--- src/rtl/baud_tap_gen.sv ---
module baud_tap_gen #(
  parameter int DIV_W   = 7,
  parameter int TAP_W   = 3,
  parameter int MIN_DIV = 2,
  parameter int MAX_DIV = 64,
  parameter int SUB     = 16,
  parameter int DEF_DIV = 2,
  parameter int DEF_TAP = 0
) (
  input  logic             clk,
  input  logic             rst_n,
  input  logic             src_ext_sel,
  input  logic             ext_src_in,
  input  logic             cfg_we,
  input  logic [DIV_W-1:0] cfg_div,
  input  logic [TAP_W-1:0] cfg_tap,
  input  logic             bclk_dir_in,
  input  logic             bclk_in,
  output logic             tick16,
  output logic             tick1,
  output logic             bclk_out,
  output logic             bclk_oe
);
  localparam int PCNT_W = $clog2(MAX_DIV);
  localparam int NTAP   = 1 << TAP_W;
  localparam int TCNT_W = NTAP - 1;
  localparam int SUB_W  = $clog2(SUB);
  localparam logic [DIV_W-1:0]  MIN_V = DIV_W'(MIN_DIV);
  localparam logic [DIV_W-1:0]  MAX_V = DIV_W'(MAX_DIV);
  localparam logic [PCNT_W-1:0] LO_RL = PCNT_W'(MIN_DIV - 1);
  localparam logic [PCNT_W-1:0] HI_RL = PCNT_W'(MAX_DIV - 1);

  logic [PCNT_W-1:0] reload, pcnt, wr_reload;
  logic [TAP_W-1:0]  tap;
  logic [TCNT_W-1:0] tcnt, tap_mask;
  logic [SUB_W-1:0]  cnt16;
  logic              bclk_q;
  logic [2:0]        xs, bs;
  logic              m_en, pre_hit, hit16, half_hit;

  always_comb begin
    if (cfg_div < MIN_V)      wr_reload = LO_RL;
    else if (cfg_div > MAX_V) wr_reload = HI_RL;
    else                      wr_reload = PCNT_W'(cfg_div - DIV_W'(1));
  end

  always_comb
    for (int i = 0; i < TCNT_W; i++) tap_mask[i] = (i < int'(tap));

  assign m_en     = src_ext_sel ? (xs[1] & ~xs[2]) : 1'b1;
  assign pre_hit  = m_en && (pcnt == reload);
  assign hit16    = pre_hit && ((tcnt & tap_mask) == tap_mask);
  assign half_hit = hit16 && (&cnt16[SUB_W-2:0]);
  assign bclk_oe  = ~bclk_dir_in;
  assign bclk_out = bclk_q & ~bclk_dir_in;

  always_ff @(posedge clk) begin
    if (!rst_n) begin
      xs <= '0;
      bs <= '0;
    end else begin
      xs <= {xs[1:0], ext_src_in};
      bs <= {bs[1:0], bclk_in};
    end
  end

  always_ff @(posedge clk) begin
    if (!rst_n) begin
      reload <= PCNT_W'(DEF_DIV - 1);
      tap    <= TAP_W'(DEF_TAP);
      pcnt   <= '0;
      tcnt   <= '0;
      cnt16  <= '0;
      bclk_q <= 1'b0;
      tick16 <= 1'b0;
      tick1  <= 1'b0;
    end else if (cfg_we) begin
      reload <= wr_reload;
      tap    <= cfg_tap;
      pcnt   <= '0;
      tcnt   <= '0;
      cnt16  <= '0;
      bclk_q <= 1'b0;
      tick16 <= 1'b0;
      tick1  <= 1'b0;
    end else begin
      if (m_en) pcnt <= pre_hit ? '0 : pcnt + 1'b1;
      if (pre_hit) tcnt <= tcnt + 1'b1;
      if (hit16) cnt16 <= cnt16 + 1'b1;
      if (half_hit) bclk_q <= ~bclk_q;
      tick16 <= hit16;
      tick1  <= bclk_dir_in ? (bs[1] & ~bs[2]) : (half_hit & ~bclk_q);
    end
  end


  tick16_pulse_chk: assert property (@(posedge clk) disable iff (!rst_n)
    tick16 |=> !tick16);


  reload_range_chk: assert property (@(posedge clk) disable iff (!rst_n)
    (reload >= LO_RL) && (reload <= HI_RL));


  pcnt_bound_chk: assert property (@(posedge clk) disable iff (!rst_n)
    pcnt <= reload);


  cfg_clear_chk: assert property (@(posedge clk) disable iff (!rst_n)
    cfg_we |=> (pcnt == '0) && (tcnt == '0) && !tick16 && !bclk_q);


  duty_toggle_chk: assert property (@(posedge clk) disable iff (!rst_n)
    (bclk_q != $past(bclk_q)) |-> (tick16 || $past(cfg_we)));
endmodule

--- config.mk ---
export PLATFORM = sky130hd
export DESIGN_NAME = baud_tap_gen
export DESIGN_NICKNAME = d
export VERILOG_FILES = /design/src/rtl/baud_tap_gen.sv
export SDC_FILE = /design/constraint.sdc
export NUM_CORES = 1
export LEC_CHECK = 0
export ABC_AREA = 1
export BUFFER_PORTS_ARGS = -buffer_cell sky130_fd_sc_hd__buf_2
export CAP_MARGIN = 0
export CORE_UTILIZATION = 50
export DETAILED_ROUTE_END_ITERATION = 7
export PLACE_DENSITY_LB_ADDON = 0.25
export SLEW_MARGIN = 30
export SYNTH_ARGS = -nofsm -noshare
export SYNTH_HDL_FRONTEND = slang
export SYNTH_SLANG_ARGS = --single-unit
--- constraint.sdc ---
create_clock -name clk -period 1.5 [get_ports clk]
set_clock_uncertainty 0.05 [all_clocks]
set_input_delay 0.3 -clock clk [delete_from_list [all_inputs] [get_ports clk]]
set_output_delay 0.3 -clock clk [all_outputs]
set_load 0.05 [all_outputs]
==> impl_metrics.prom <==
# TYPE chip_impl_metric gauge
chip_impl_metric{name="synth-compound-area-share",unit="%"} 11.4
chip_impl_metric{name="grt.overflow.total",unit=""} 0
chip_impl_metric{name="crit_fanout",unit=""} 5
chip_impl_info{name="worstSetupPathType",value="reg2reg"} 1
chip_impl_metric{name="route.detailed.drc",unit=""} 0
chip_impl_metric{name="timing_hold_violations_final",unit=""} 0
chip_impl_metric{name="hold-worst-slack",unit="ns"} 0.0929
chip_impl_metric{name="postSynthAreaPerCell",unit="um^2"} 7.25
chip_impl_info{name="crit_path_start_kind",value="flip-flop"} 1
chip_impl_metric{name="cts_htree_levels",unit=""} 2
chip_impl_metric{name="die-area",unit="mm^2"} 0.00353
chip_impl_metric{name="postSynthRegisterBits",unit=""} 34
chip_impl_metric{name="num_vias",unit=""} 1447
chip_impl_metric{name="sequential_to_total_area_share_from_yosys_stat",unit="%"} 41.3
chip_impl_metric{name="largest_net_degree_at_the_start_of_global_routing",unit=""} 13
chip_impl_metric{name="syn_inst",unit=""} 227
chip_impl_metric{name="placement_rows",unit=""} 20
chip_impl_metric{name="vias_in_the_first_global_route",unit=""} 1273
chip_impl_metric{name="synthToLayoutAreaGrowth",unit="%"} 21.4
chip_impl_metric{name="mappedNetlistArea",unit="mm^2"} 0.00165
chip_impl_metric{name="final-setup-viol-count",unit=""} 0
chip_impl_metric{name="ant_nets",unit=""} 0
chip_impl_info{name="layout_common_cells",value="52 x sky130_fd_sc_hd__nand2_1, 36 x sky130_fd_sc_hd__inv_1, 30 x sky130_fd_sc_hd__dfxtp_1, 23 x sky130_fd_sc_hd__nor2_1, 19 x sky130_fd_sc_hd__buf_2"} 1
chip_impl_metric{name="pwr_density_cell",unit="mW/mm^2"} 1020
chip_impl_metric{name="final_cell_count_no_fill",unit=""} 305
chip_impl_info{name="tritoncts",value="done"} 1
chip_impl_info{name="post_synth_main_area_contributors",value="sky130_fd_sc_hd__dfxtp_1 41%, sky130_fd_sc_hd__nand2_1 12%, sky130_fd_sc_hd__inv_1 8.2%, sky130_fd_sc_hd__nor2_1 5.2%, sky130_fd_sc_hd__ha_1 3.8%"} 1
chip_impl_info{name="clockRootBuffer",value="sky130_fd_sc_hd__clkbuf_4"} 1
chip_impl_metric{name="initial_core_utilization",unit="%"} 53.5
chip_impl_metric{name="wirelength",unit="mm"} 3.06
chip_impl_metric{name="achievable-frequency",unit="GHz"} 0.713
chip_impl_metric{name="static-leakage-power",unit="nW"} 0.926
chip_impl_metric{name="place_hpwl",unit="mm"} 2.32
chip_impl_metric{name="core_area",unit="mm^2"} 0.00308
chip_impl_metric{name="n_antenna_cell",unit=""} 0
chip_impl_metric{name="yosys.area_share.simple",unit="%"} 29.0
chip_impl_metric{name="cts.sinks",unit=""} 34
chip_impl_metric{name="drv_cap",unit=""} 0
chip_impl_metric{name="detail_route.iter0.violations",unit=""} 29
chip_impl_metric{name="fillerInstances",unit=""} 281
chip_impl_metric{name="clock_path_buffers",unit=""} 2
chip_impl_info{name="unrepaired_setup_endpoints_after_global_routing",value="true"} 1
chip_impl_metric{name="grt_antenna_before_repair",unit=""} 0
chip_impl_metric{name="muxShareOfSynthArea",unit="%"} 0
chip_impl_metric{name="period_minus_slack",unit="ns"} 1.40
chip_impl_metric{name="relSlewSlack",unit="%"} 77.1
chip_impl_metric{name="ff_latch_area",unit="um^2"} 686
chip_impl_metric{name="synth_warnings",unit=""} 0
chip_impl_metric{name="synthAdderAreaFrac",unit="%"} 3.80
chip_impl_metric{name="cts_buffers",unit=""} 5
chip_impl_metric{name="source_to_sink_clock_delay_at_the_later_pin_of_the_worst_skew_pair",unit="ns"} 0.33
chip_impl_metric{name="cts.clk_slew.worst_paths",unit="ns"} 0.10
chip_impl_metric{name="multiInputGateArea",unit="um^2"} 805
chip_impl_metric{name="synthesis.nets",unit=""} 249
chip_impl_metric{name="power.total",unit="mW"} 2.03
chip_impl_metric{name="final-max-slew-violation-count",unit=""} 0
chip_impl_info{name="hold_class",value="in2reg"} 1
chip_impl_info{name="layout.cells.most_common",value="sky130_fd_sc_hd__nand2_1"} 1
chip_impl_metric{name="drive_gt1_share",unit="%"} 23.0
chip_impl_metric{name="die-width",unit="um"} 59.4
chip_impl_metric{name="critical_path_required",unit="ns"} 1.71
chip_impl_metric{name="routed_via_density",unit=""} 4.74
chip_impl_metric{name="routedWlPerCell",unit="um"} 10.0
chip_impl_metric{name="track_usage",unit="%"} 19.9
chip_impl_metric{name="firstDrtPassIters",unit=""} 4
chip_impl_info{name="element_type_at_the_critical_path_end",value="flip-flop"} 1
chip_impl_metric{name="boundaryPins",unit=""} 21
chip_impl_metric{name="synth-xor-area-share",unit="%"} 3.72
chip_impl_metric{name="power.ir.vdd_worst",unit="mV"} 0.513
chip_impl_metric{name="layout.core_utilization",unit="%"} 65.0
chip_impl_metric{name="io_buffer_count",unit=""} 20
chip_impl_metric{name="die-height",unit="um"} 59.4
chip_impl_info{name="largest_family_of_logic_cells_by_synthesized_area",value="simple AND/OR/NAND/NOR gates"} 1
chip_impl_metric{name="worst_slew_pin_tran",unit="ns"} 0.340
chip_impl_metric{name="post_dp_cell_area",unit="mm^2"} 0.00184
chip_impl_metric{name="layout.nets",unit=""} 282
chip_impl_metric{name="ys_types",unit=""} 29
chip_impl_metric{name="globalplace.congestion",unit=""} 0.857
chip_impl_info{name="status",value="finished clean"} 1
chip_impl_metric{name="grt_first_pass_wirelength",unit="mm"} 5.16
chip_impl_info{name="synth_top_cell_by_area",value="sky130_fd_sc_hd__dfxtp_1"} 1
chip_impl_metric{name="critPathArrivalTime",unit="ns"} 1.61
chip_impl_metric{name="final_cell_area",unit="mm^2"} 0.00200
chip_impl_metric{name="post-place-cells",unit=""} 296
chip_impl_metric{name="synth_top_area_share",unit="%"} 41.3
chip_impl_metric{name="post-route-period-util",unit="%"} 93.5
## layer usage
| metal | track usage (%) | share of wire (%) | vias up |
|---|---|---|---|
| met5 | 0 | 0 | - |
| met4 | 6.46 | 1.2 | 0 |
| met3 | 7.64 | 4.3 | 6 |
| met2 | 31.6 | 46 | 26 |
| met1 | 24.7 | 48 | 634 |
| li1 | - | - | 781 |
## worst max-delay path, cell delays in order (launching register included)
cell and delay, ns:
sky130_fd_sc_hd__dfxtp_1 0.32, sky130_fd_sc_hd__inv_1 0.03, sky130_fd_sc_hd__nand2_1 0.10, sky130_fd_sc_hd__nand2_2 0.07, sky130_fd_sc_hd__buf_4 0.15, sky130_fd_sc_hd__nand2_1 0.10
sky130_fd_sc_hd__nor3_1 0.07, sky130_fd_sc_hd__or2_2 0.28, sky130_fd_sc_hd__a21oi_1 0.15
## flip-flops by register name, summed over array words and instances (netlist names)
register	cells
bs	3
tcnt	7
tick1	1
pcnt	6
bclk_q	1
reload	6
xs	3
cnt16	3
tap	3
tick16	1
## layout make-up
class | instances | share of cell area, %
Clock buffer | 6 | 2.57
Clock inverter | 2 | 3.00
Inverter | 40 | 7.63
Multi-Input combinational cell | 149 | 40.2
Sequential cell | 34 | 34.3
Tap cell | 44 | 2.75
Timing Repair Buffer | 30 | 9.51
## cell families (layout without fill, tap and decap cells)
group	count (synthesis)	count (layout)
flops	34	34
compound gates	32	32
fa+ha+maj	5	5
buf+inv	44	78
simple gates	105	105
xor+xnor	7	7
## metrics by stage
stage | setup TNS (ns) | setup slack (ns)
floorplan | 0 | 0.126
global placement | 0 | 0.0118
detailed placement | -0.0170 | -0.0170
CTS | 0 | 0.00737
global route | -0.0149 | -0.00994
finish | 0 | 0.0971
## final timing paths
kind / start / to / slack [ns] / depth (start not counted)
min: bclk_in / bs[0] / 0.09 / 3
min reg2reg: bs[0] / bs[1] / 0.37 / 2
max: xs[2] / pcnt[5] / 0.1 / 8
max reg2reg: xs[2] / pcnt[5] / 0.1 / 8
## synthesized netlist by cell type (all sizes together)
cell / instances
o21ai: 13
xnor2: 1
o21a: 1
nor2: 28
nand4: 4
or2: 1
o21bai: 2
nand3b: 1
nand2: 57
nand3: 11
nor3: 3
o22ai: 1
clkinv: 1
a22o: 1
o32ai: 2
inv: 39
ha: 5
xor2: 6
buf: 4
dfxtp: 34
a21oi: 12
## repair_timing
item                                    in CTS  in global routing
buffers inserted                             0                  1
resized for setup                            0                 13
endpoints found under the setup margin       0                 19
hold buffers                                 0                  0
## report_power, final
| part | switching, mW | total, mW | internal [mW] |
|---|---|---|---|
| Combinational | 0.124 | 0.209 | 0.0855 |
| Sequential | 0.0180 | 0.949 | 0.931 |
| Clock | 0.308 | 0.873 | 0.565 |
Note: power is estimated with default switching activity, not from simulation.
